$ cat config.mk
export PLATFORM = sky130hd
export DESIGN_NAME = bcg_branch
export DESIGN_NICKNAME = d
export VERILOG_FILES = /design/src/rtl/bcg_pkg.sv /design/src/rtl/bcg_regs.sv /design/src/rtl/bcg_postdiv.sv /design/src/rtl/bcg_status.sv /design/src/rtl/bcg_branch.sv
export SDC_FILE = /design/constraint.sdc
export NUM_CORES = 1
export LEC_CHECK = 0
export BUFFER_PORTS_ARGS = -buffer_cell sky130_fd_sc_hd__buf_2
export CAP_MARGIN = 20
export CELL_PAD_IN_SITES_DETAIL_PLACEMENT = 1
export CELL_PAD_IN_SITES_GLOBAL_PLACEMENT = 1
export CORE_MARGIN = 2
export CORE_UTILIZATION = 37
export DETAILED_ROUTE_END_ITERATION = 7
export PLACE_DENSITY = 0.81
export SKIP_CTS_REPAIR_TIMING = 1
export SYNTH_ARGS = -nofsm -noshare
export SYNTH_HDL_FRONTEND = slang
export SYNTH_SLANG_ARGS = --single-unit
$ cat constraint.sdc
create_clock -name clk -period 2.4 [get_ports clk]
set_input_delay 0.12 -clock clk [delete_from_list [all_inputs] [get_ports clk]]
set_output_delay 0.12 -clock clk [all_outputs]
set_load 0.05 [all_outputs]
$ cat src/rtl/bcg_pkg.sv
`timescale 1ns/1ps
package bcg_pkg;
   typedef enum logic [1:0] {
      REG_CTRL = 2'd0,
      REG_BRST = 2'd1,
      REG_VOTE = 2'd2
   } reg_sel_e;

   localparam int CTRL_SW_BIT  = 0;
   localparam int CTRL_HW_BIT  = 1;
   localparam int CTRL_DIV_LSB = 16;
   localparam int CTRL_DIV_W   = 9;
   localparam int CTRL_OFF_BIT = 31;
endpackage

$ cat src/rtl/bcg_regs.sv
`timescale 1ns/1ps
module bcg_regs
   import bcg_pkg::*;
#(
   parameter int VOTERS  = 4,
   parameter int MAX_DIV = 15
) (
   input  logic                  clk,
   input  logic                  rst_n,
   input  logic                  wr,
   input  logic [1:0]            addr,
   input  logic [31:0]           wdata,
   output logic                  sw_en,
   output logic                  hw_ctl,
   output logic [CTRL_DIV_W-1:0] div_q,
   output logic                  brst_q,
   output logic [VOTERS-1:0]     vote_q,
   output logic                  div_chg
);
   localparam logic [CTRL_DIV_W-1:0] MAX_DIV_V = CTRL_DIV_W'(MAX_DIV);

   logic [CTRL_DIV_W-1:0] new_div;
   logic                  div_ok;
   logic                  ctrl_wr;
   logic                  unused_wdata;

   assign new_div      = wdata[CTRL_DIV_LSB +: CTRL_DIV_W];
   assign div_ok       = (new_div <= MAX_DIV_V);
   assign ctrl_wr      = wr && (addr == REG_CTRL);
   assign div_chg      = ctrl_wr && div_ok && (new_div != div_q);
   assign unused_wdata = ^wdata;

   always_ff @(posedge clk or negedge rst_n) begin
      if (!rst_n) begin
         sw_en  <= 1'b0;
         hw_ctl <= 1'b0;
         div_q  <= '0;
         brst_q <= 1'b0;
         vote_q <= '0;
      end else if (wr) begin
         case (addr)
            REG_CTRL: begin
               sw_en  <= wdata[CTRL_SW_BIT];
               hw_ctl <= wdata[CTRL_HW_BIT];
               if (div_ok) div_q <= new_div;
            end
            REG_BRST: brst_q <= wdata[0];
            REG_VOTE: vote_q <= wdata[VOTERS-1:0];
            default: ;
         endcase
      end
   end
endmodule

$ cat src/rtl/bcg_postdiv.sv
`timescale 1ns/1ps
module bcg_postdiv #(
   parameter int DIV_W = 9
) (
   input  logic             clk,
   input  logic             rst_n,
   input  logic             ce_in,
   input  logic             gate_en,
   input  logic [DIV_W-1:0] div_val,
   input  logic             restart,
   output logic             ce_out
);
   logic [DIV_W-1:0] cnt;
   logic             bypass;
   logic             at_end;
   logic             step;

   assign bypass = (div_val == '0);
   assign at_end = (cnt == div_val);
   assign step   = ce_in && gate_en && !bypass;
   assign ce_out = ce_in && gate_en && (bypass || at_end);

   always_ff @(posedge clk or negedge rst_n) begin
      if (!rst_n)       cnt <= '0;
      else if (restart) cnt <= '0;
      else if (step)    cnt <= at_end ? '0 : cnt + 1'b1;
   end
endmodule

$ cat src/rtl/bcg_status.sv
`timescale 1ns/1ps
module bcg_status #(
   parameter int LAT = 3
) (
   input  logic clk,
   input  logic rst_n,
   input  logic en,
   input  logic force_off,
   output logic off
);
   generate
      if (LAT == 0) begin : g_direct
         assign off = !en || force_off;
      end else begin : g_pipe
         logic [LAT-1:0] pipe;
         always_ff @(posedge clk or negedge rst_n) begin
            if (!rst_n) pipe <= '0;
            else        pipe <= (pipe << 1) | LAT'(en);
         end
         assign off = !pipe[LAT-1] || force_off;
      end
   endgenerate
endmodule

$ cat src/rtl/bcg_branch.sv
`timescale 1ns/1ps
module bcg_branch
   import bcg_pkg::*;
#(
   parameter int                VOTERS      = 4,
   parameter logic [VOTERS-1:0] VOTE_MASK   = 4'b0111,
   parameter int                MAX_DIV     = 15,
   parameter int                STATUS_LAT  = 3
) (
   input  logic        clk,
   input  logic        rst_n,
   input  logic        bus_wr,
   input  logic [1:0]  bus_addr,
   input  logic [31:0] bus_wdata,
   output logic [31:0] bus_rdata,
   input  logic        ce_in,
   input  logic        hw_req,
   output logic        ce_out,
   output logic        blk_rst_out
);
   initial begin
      if (VOTERS < 1 || VOTERS > 32) $error("VOTERS must be 1..32");
      if (MAX_DIV < 0 || MAX_DIV >= (1 << CTRL_DIV_W)) $error("MAX_DIV exceeds divider field");
      if (STATUS_LAT < 0 || STATUS_LAT > 16) $error("STATUS_LAT must be 0..16");
   end

   logic                  sw_en;
   logic                  hw_ctl;
   logic [CTRL_DIV_W-1:0] div_q;
   logic                  brst_q;
   logic [VOTERS-1:0]     vote_q;
   logic                  div_chg;
   logic                  en_eff;
   logic                  off_status;

   bcg_regs #(.VOTERS(VOTERS), .MAX_DIV(MAX_DIV)) u_regs (
      .clk(clk), .rst_n(rst_n), .wr(bus_wr), .addr(bus_addr), .wdata(bus_wdata),
      .sw_en(sw_en), .hw_ctl(hw_ctl), .div_q(div_q), .brst_q(brst_q),
      .vote_q(vote_q), .div_chg(div_chg)
   );

   assign en_eff = !brst_q && (sw_en || (hw_ctl && hw_req) || ((vote_q & VOTE_MASK) != '0));

   bcg_postdiv #(.DIV_W(CTRL_DIV_W)) u_div (
      .clk(clk), .rst_n(rst_n), .ce_in(ce_in), .gate_en(en_eff),
      .div_val(div_q), .restart(div_chg), .ce_out(ce_out)
   );

   bcg_status #(.LAT(STATUS_LAT)) u_stat (
      .clk(clk), .rst_n(rst_n), .en(en_eff), .force_off(brst_q), .off(off_status)
   );

   assign blk_rst_out = brst_q;

   always_comb begin
      bus_rdata = '0;
      case (bus_addr)
         REG_CTRL: begin
            bus_rdata[CTRL_SW_BIT]                      = sw_en;
            bus_rdata[CTRL_HW_BIT]                      = hw_ctl;
            bus_rdata[CTRL_DIV_LSB +: CTRL_DIV_W]       = div_q;
            bus_rdata[CTRL_OFF_BIT]                     = off_status;
         end
         REG_BRST: bus_rdata[0] = brst_q;
         REG_VOTE: bus_rdata[VOTERS-1:0] = vote_q;
         default: ;
      endcase
   end
endmodule

==> results.toml, run 1 <==
[run_status]
outcome = "completed"

[global_route]
grt_start_max_net_pins = 29
antenna_found_initial = 0
grt_pass1_vias = 1350
grt.overflow.total = 0
grt_pass1_wl_um = 6410
track_usage = 0.160

[layout]
diodes = 0
drive_gt1_frac = 0.272
fin_nets = 247
areaGrowthSynthToFinish_pct = 14.5
mostFrequentLayoutCell = "buf_2"
final_cell_mix = "buf_2, dfrtp_1, conb_1"
fin_area_um2 = 1940

[synthesis]
synth_area_um2 = 1690
synthSimpleGateAreaFrac = 0.231
syn_inst = 168
synth_area_leaders = "dfrtp_1, buf_4, mux2_2, xor2_1, mux2i_1"
yosys.area_share.adder = 0.00740
synth.avg_cell_area_um2 = 10.1
synth-seq-area-share = 0.415
synth_top_family_by_area = "simple AND/OR/NAND/NOR gates"
synth_compound_gate_area_share = 0.0311
synthMuxAreaShare = 0.127
synth.distinct_cells = 32
synth_xor_area_frac = 0.0933
synth_top_area_share = 0.415
netlist.top_cell.by_area = "dfrtp_1"
synth-seq-cells = 28
yosysWarnings = 0

[power]
p_sw_uw = 450
vdd_drop_max_mv = 0.270
p_leak_nw = 0.988
seqPwrFrac = 0.437
p_clk_frac = 0.289
power.density_nw_per_um2 = 679
p_sw_frac = 0.343
power_frac_comb = 0.274
power.internal_uw = 863

[critical_path]
end_kind = "output port"
worstPathRequired_ns = 2.28
arrival_ns = 1.96
critPathLaunchType = "flop"
crit_type = "reg -> out"
cp_max_fo = 7

[cts]
ctsRootBufferMaster = "clkbuf_8"
cts-buffers-inserted = 3
clkTransAtPathRegs_ns = 0.10
cts_tree = "done"
insertion_delay_ns = 0.28
h-tree-depth = 1
cts_sinks = 28
cts_buffer_depth = 2

[timing]
min_period_ns = 2.08
timing_hold_violations_final = 0
drv_slew = 0
setup_tns_ns = 0
max-slew-margin-rel = 0.554
fmax_ghz = 0.480
worst_slew_pin_slew_ns = 0.668
fin_skew_ns = 0.00754
rsz0062_at_grt = "false"
finalCritPeriodShare = 0.868
setup_viol_count_final = 0

[route]
post_drt_wl_per_cell_um = 14.7
firstDrtPassIters = 4
ant_nets = 0
drt_iter0_drc = 49
via_per_inst = 5.03
vias = 1298
drc = 0
wl_um = 3790

[die]
die_x_um = 71.6
dieArea_um2 = 5130
ios = 73
initial_core_util = 0.386
die_h_um = 71.6
row_count = 24
coreArea_um2 = 4380

[place]
place_congestion = 0.819
post_dp_cell_area_um2 = 1850
port_buffers = 35
dp_hpwl_um = 2820

[run]
drv_cap = 0

[min_path]
min_path_type = "in -> reg"
state kept, by name (all words and copies together) (netlist names):
register / flops
u_regs.hw_ctl: 1
u_div.cnt: 9
u_regs.brst_q: 1
u_regs.sw_en: 1
u_regs.div_q: 9
u_regs.vote_q: 4
u_stat.g_pipe.pipe: 3
worst paths after layout:
| kind | cells after the start | end | from | slack [ns] |
|---|---|---|---|---|
| max | 5 | ce_out | u_div.cnt[6] | 0.32 |
| min reg2reg | 0 | u_stat.g_pipe.pipe[2] | u_stat.g_pipe.pipe[1] | 0.37 |
| min | 2 | u_regs.vote_q[3] | bus_wdata[3] | 0.06 |
| max in group asynchronous | 2 | u_div.cnt[8] | rst_n | 1.57 |
| min in group asynchronous | 2 | u_stat.g_pipe.pipe[2] | rst_n | 0.39 |
| max reg2reg | 5 | u_div.cnt[3] | u_regs.div_q[3] | 0.41 |
stage by stage:
stage / hold WS, ns / instances / util / setup WS, ns / total power [mW]
6_report: 0.0600 / 258 / 0.441 / 0.317 / 1.31
5_1_grt: 0.0600 / 258 / 0.441 / 0.153 / 1.38
4_1_cts: -0.122 / 257 / 0.439 / 0.329 / 1.33
3_5_place_dp: 0.190 / 253 / 0.423 / 0.448 / 0.944
3_3_place_gp: 0.179 / 253 / 0.423 / 0.474 / 0.930
2_1_floorplan: -0.176 / 185 / - / 0.387 / 0.868
final cells by class:
class,count,area (µm²)
clock buffer,3,41.3
multi-input combinational,135,895
tap,52,65.1
timing repair buffer,38,200
sequential,28,701
inverter,1,3.75
clock inverter,1,30.0
fill,520,2450
power groups by stage:
stage	registers [mW]	logic, mW	clock network [mW]
final	0.574	0.360	0.380
after global routing	0.581	0.392	0.408
after CTS	0.575	0.361	0.390
after detailed placement	0.584	0.360	0
after global placement	0.581	0.349	0
after floorplan	0.580	0.288	0
metal layers:
layer / global-route usage / routed length [µm] / share of wire
met5: 0 / 0 / 0
met2: 0.269 / 1830 / 0.48
met4: 0.0482 / 22 / 0.0058
met3: 0.0380 / 201 / 0.053
met1: 0.205 / 1730 / 0.46
synth_stat cells, drive strengths merged:
library cell / count
inv: 1
nand4: 3
o31a: 1
clkbuf: 1
or3b: 1
nor2: 10
a21boi: 1
mux2i: 9
ha: 1
and4: 1
buf: 20
nor3: 3
xor2: 13
a31oi: 1
and2: 12
or4: 1
a21oi: 5
and3: 4
mux2: 11
dfrtp: 28
conb: 1
nand3: 4
o21ai: 1
nor4: 11
nand2: 13
nor2b: 6
xnor2: 5
critical path, cell delays in order, from the launching register on:
cell     delay, ns
dfrtp_1       0.48
xor2_1        0.17
nor4_1        0.34
nand4_1       0.23
a21oi_1       0.17
buf_2         0.29
logic make-up after synthesis:
group           count (synthesis)
flops                          28
compound gates                  9
fa+ha+maj                       1
buf+inv                        22
simple gates                   69
xor+xnor                       18
mux                            20
other cells                     1
(Power assumes the default switching activity.)
==> inputs of run 2 (changes only) <==
--- a/config.mk
+++ b/config.mk
@@ -9,6 +9,7 @@
 export CAP_MARGIN = 20
 export CELL_PAD_IN_SITES_DETAIL_PLACEMENT = 1
 export CELL_PAD_IN_SITES_GLOBAL_PLACEMENT = 1
+export CORE_ASPECT_RATIO = 1.75
 export CORE_MARGIN = 2
 export CORE_UTILIZATION = 37
 export DETAILED_ROUTE_END_ITERATION = 7
==> results.toml, run 2 (synthesized netlist as in run 1, its figures left out) <==
[critical_path]
reg2reg_depth = 5
crit_buf_inv = 1
cp_top_family = "simple AND/OR/NAND/NOR gates"
cp_max_fo = 5
crit_path_max_incr_delay_ns = 0.46
end_kind = "output port"
crit_chain = "xor2_1, nor4_1, nand4_1, a21oi_1, buf_2"
cpMaxStageDelayCell = "dfrtp_1"
arrival_ns = 2.03
worstPathRequired_ns = 2.28
critPathLaunchType = "flop"
crit_type = "reg -> out"
cp.depth = 5

[run]
drv_cap = 0

[place]
post_dp_cell_area_um2 = 1850
dp_hpwl_um = 3450
place_congestion = 0.787
port_buffers = 35

[timing]
fmax_ghz = 0.466
min_period_ns = 2.15
rsz0062_at_grt = "false"
drv_slew = 0
max-slew-margin-rel = 0.564
setup_tns_ns = 0
worst_slew_pin_slew_ns = 0.654
setup_viol_count_final = 0
fin_skew_ns = 0.00649
timing_hold_violations_final = 0
finalCritPeriodShare = 0.894

[cts]
cts_tree = "done"
ctsRootBufferMaster = "clkbuf_8"
cts_sinks = 28
insertion_delay_ns = 0.28
h-tree-depth = 1
clkTransAtPathRegs_ns = 0.09
cts_buffer_depth = 2
cts-buffers-inserted = 3

[die]
die_x_um = 55.1
die_h_um = 93.4
row_count = 32
ios = 73
dieArea_um2 = 5150
coreArea_um2 = 4400
initial_core_util = 0.384

[layout]
diodes = 0
final_cell_mix = "buf_2, dfrtp_1, conb_1"
mostFrequentLayoutCell = "buf_2"
fin_nets = 247
fin_util = 0.432
drive_gt1_frac = 0.268
fin_area_um2 = 1900
top_regs = "u_div.cnt (9), u_regs.div_q (9), u_regs.vote_q (4)"
areaGrowthSynthToFinish_pct = 12.7

[route]
wl_um = 4120
drc = 0
firstDrtPassIters = 2
post_drt_wl_per_cell_um = 16.1
drt_iter0_drc = 26
ant_nets = 0
vias = 1303
via_per_inst = 5.09

[power]
p_sw_frac = 0.370
p_clk_frac = 0.216
seqPwrFrac = 0.482
p_leak_nw = 0.974
power_frac_comb = 0.301
p_sw_uw = 442
power.internal_uw = 752
vdd_drop_max_mv = 0.322
power.density_nw_per_um2 = 627

[global_route]
grt_start_max_net_pins = 29
grt_pass1_vias = 1345
track_usage = 0.170
antenna_found_initial = 0
grt_pass1_wl_um = 6220
grt.overflow.total = 0

[run_status]
outcome = "completed"

[min_path]
hold_path_depth = 2
min_path_type = "in -> reg"
run 2: final cells by class:
class,count,area (µm²)
well taps,51,63.8
repair buffers,38,200
clock buffers,3,41.3
fillers,528,2500
multi-input cells,135,895
inverters,1,3.75
flip-flops and latches,28,701
run 2: path summary, 6_finish.rpt:
| check | start | end | slack, ns |
|---|---|---|---|
| setup / recovery | u_regs.div_q[6] | ce_out | 0.25 |
| hold / removal | bus_wdata[2] | u_regs.vote_q[2] | 0.07 |
| setup reg to reg | u_regs.div_q[6] | u_div.cnt[8] | 0.39 |
| hold reg to reg | u_stat.g_pipe.pipe[1] | u_stat.g_pipe.pipe[2] | 0.35 |
| max in group asynchronous | rst_n | u_regs.div_q[0] | 1.57 |
| min in group asynchronous | rst_n | u_regs.div_q[3] | 0.39 |
run 2: through the flow:
step,hold slack [ns],power [mW],setup slack [ns],cells
CTS,-0.124,1.20,0.240,255
finish,0.0714,1.19,0.254,256
floorplan,-0.176,0.868,0.387,185
global route,0.0648,1.26,0.188,256
detailed placement,0.180,0.947,0.402,252
global placement,0.179,0.938,0.439,252
run 2: power groups by stage:
stage	sequential (mW)	clock, mW	combinational (mW)
after detailed placement	0.586	0	0.361
after floorplan	0.580	0	0.288
final	0.576	0.258	0.360
after global routing	0.585	0.281	0.389
after global placement	0.582	0	0.355
after CTS	0.576	0.264	0.363
run 2: metal layers:
layer	global-route usage	up-vias	wire [µm]
li1	-	622	-
met1	0.137	634	1370
met2	0.364	41	2460
met3	0.0272	6	222
met4	0.0447	0	65
met5	0	-	0
==> inputs of run 3 (changes only) <==
--- a/config.mk
+++ b/config.mk
@@ -13,8 +13,10 @@
 export CORE_MARGIN = 2
 export CORE_UTILIZATION = 37
 export DETAILED_ROUTE_END_ITERATION = 7
+export MAX_ROUTING_LAYER = met4
 export PLACE_DENSITY = 0.81
 export SKIP_CTS_REPAIR_TIMING = 1
 export SYNTH_ARGS = -nofsm -noshare
 export SYNTH_HDL_FRONTEND = slang
 export SYNTH_SLANG_ARGS = --single-unit
+export TNS_END_PERCENT = 1
==> results.toml, run 3 (synthesized netlist as in run 1, its figures left out) <==
[timing]
fin_skew_ns = 0.00334
rsz0062_at_grt = "false"
worst_slew_pin_slew_ns = 0.659
setup_viol_count_final = 0
min_period_ns = 2.13
drv_slew = 0
fmax_ghz = 0.470
holdWs_ns = 0.0796
max-slew-margin-rel = 0.561
timing_hold_violations_final = 0
setup_tns_ns = 0
finalCritPeriodShare = 0.886

[route]
post_drt_wl_per_cell_um = 16.1
drc = 0
drt_iter0_drc = 26
vias = 1299
ant_nets = 0
via_per_inst = 5.07
firstDrtPassIters = 4
wl_um = 4130

[cts]
h-tree-depth = 1
cts-buffers-inserted = 3
cts_sinks = 28
cts_tree = "done"
insertion_delay_ns = 0.27
clkTransAtPathRegs_ns = 0.09
ctsRootBufferMaster = "clkbuf_8"
cts_buffer_depth = 2

[critical_path]
arrival_ns = 2.01
worstPathRequired_ns = 2.28
end_kind = "output port"
crit_buf_inv = 1
critPathLaunchType = "flop"
cp_max_fo = 5
r2r_slack_ns = 0.40
crit_type = "reg -> out"
cpMaxStageDelayCell = "dfrtp_1"
crit_path_max_incr_delay_ns = 0.45
cp_top_family = "simple AND/OR/NAND/NOR gates"
crit_chain = "xor2_1, nor4_1, nand4_1, a21oi_1, buf_2"

[die]
dieArea_um2 = 5150
die_h_um = 93.4
row_count = 32
coreArea_um2 = 4400
initial_core_util = 0.384
ios = 73
die_x_um = 55.1

[place]
place_congestion = 0.798
dp_hpwl_um = 3450
post_dp_cell_area_um2 = 1850
port_buffers = 35

[layout]
diodes = 0
final_cell_mix = "buf_2, dfrtp_1, conb_1"
fin_util = 0.432
top_regs = "u_div.cnt (9), u_regs.div_q (9), u_regs.vote_q (4)"
areaGrowthSynthToFinish_pct = 12.7
fin_nets = 247
fillCellCount = 528
multi_input_area_um2 = 895
fin_area_um2 = 1900
seq_area_um2 = 701
drive_gt1_frac = 0.268
mostFrequentLayoutCell = "buf_2"

[power]
power_mw = 1.19
power.density_nw_per_um2 = 624
p_leak_nw = 0.974
vdd_drop_max_mv = 0.321

[global_route]
grt_pass1_vias = 1344
antenna_found_initial = 0
track_usage = 0.174
grt.overflow.total = 0
grt_start_max_net_pins = 29
grt_pass1_wl_um = 6220

[run]
drv_cap = 0

[run_status]
outcome = "completed"

[min_path]
min_path_type = "in -> reg"
==> run 3: cell counts in the layout (fill, tap and decap cells not counted) <==
Identical to the previous run, type by type.
==> run 3: per-stage QoR <==
step / setup slack (ns) / cells
after floorplan: 0.387 / 185
after global placement: 0.439 / 252
after detailed placement: 0.402 / 252
after CTS: 0.240 / 255
after global routing: 0.188 / 256
final: 0.273 / 256
==> run 3: report_power, final <==
part | switching [mW] | internal [mW]
clock | 0.141 | 0.113
combinational | 0.245 | 0.114
sequential | 0.0520 | 0.525
total | 0.437 | 0.752
==> run 3: routing by layer <==
metal / routed length [µm] / GRT usage / vias up / share of wire
met1: 1360 / 0.137 / 632 / 0.33
met4: 57 / 0.0447 / 0 / 0.014
met3: 224 / 0.0272 / 6 / 0.054
met5: 0 / - / - / 0
li1: - / - / 618 / -
met2: 2480 / 0.363 / 43 / 0.60
==> run 3: layout make-up <==
cell class	instances	share of cell area
well taps	51	0.0335
clock buffers	3	0.0217
multi-input cells	135	0.470
repair buffers	38	0.105
flip-flops and latches	28	0.368
inverters	1	0.00197
==> run 3: worst reg2reg max path, stage by stage (launching register included) <==
cell,delay (ns)
dfrtp_1,0.45
xor2_1,0.19
nor4_1,0.39
nand4_1,0.24
nor2_1,0.46
nor4_1,0.13
==> run 3: final timing paths <==
path / endpoint / depth (start not counted) / start
max: ce_out / 5 / u_regs.div_q[6]
min: u_regs.vote_q[2] / 2 / bus_wdata[2]
max reg2reg: u_div.cnt[5] / 5 / u_regs.div_q[6]
min reg2reg: u_stat.g_pipe.pipe[2] / 0 / u_stat.g_pipe.pipe[1]
max in group asynchronous: u_regs.div_q[0] / 2 / rst_n
min in group asynchronous: u_regs.div_q[3] / 2 / rst_n
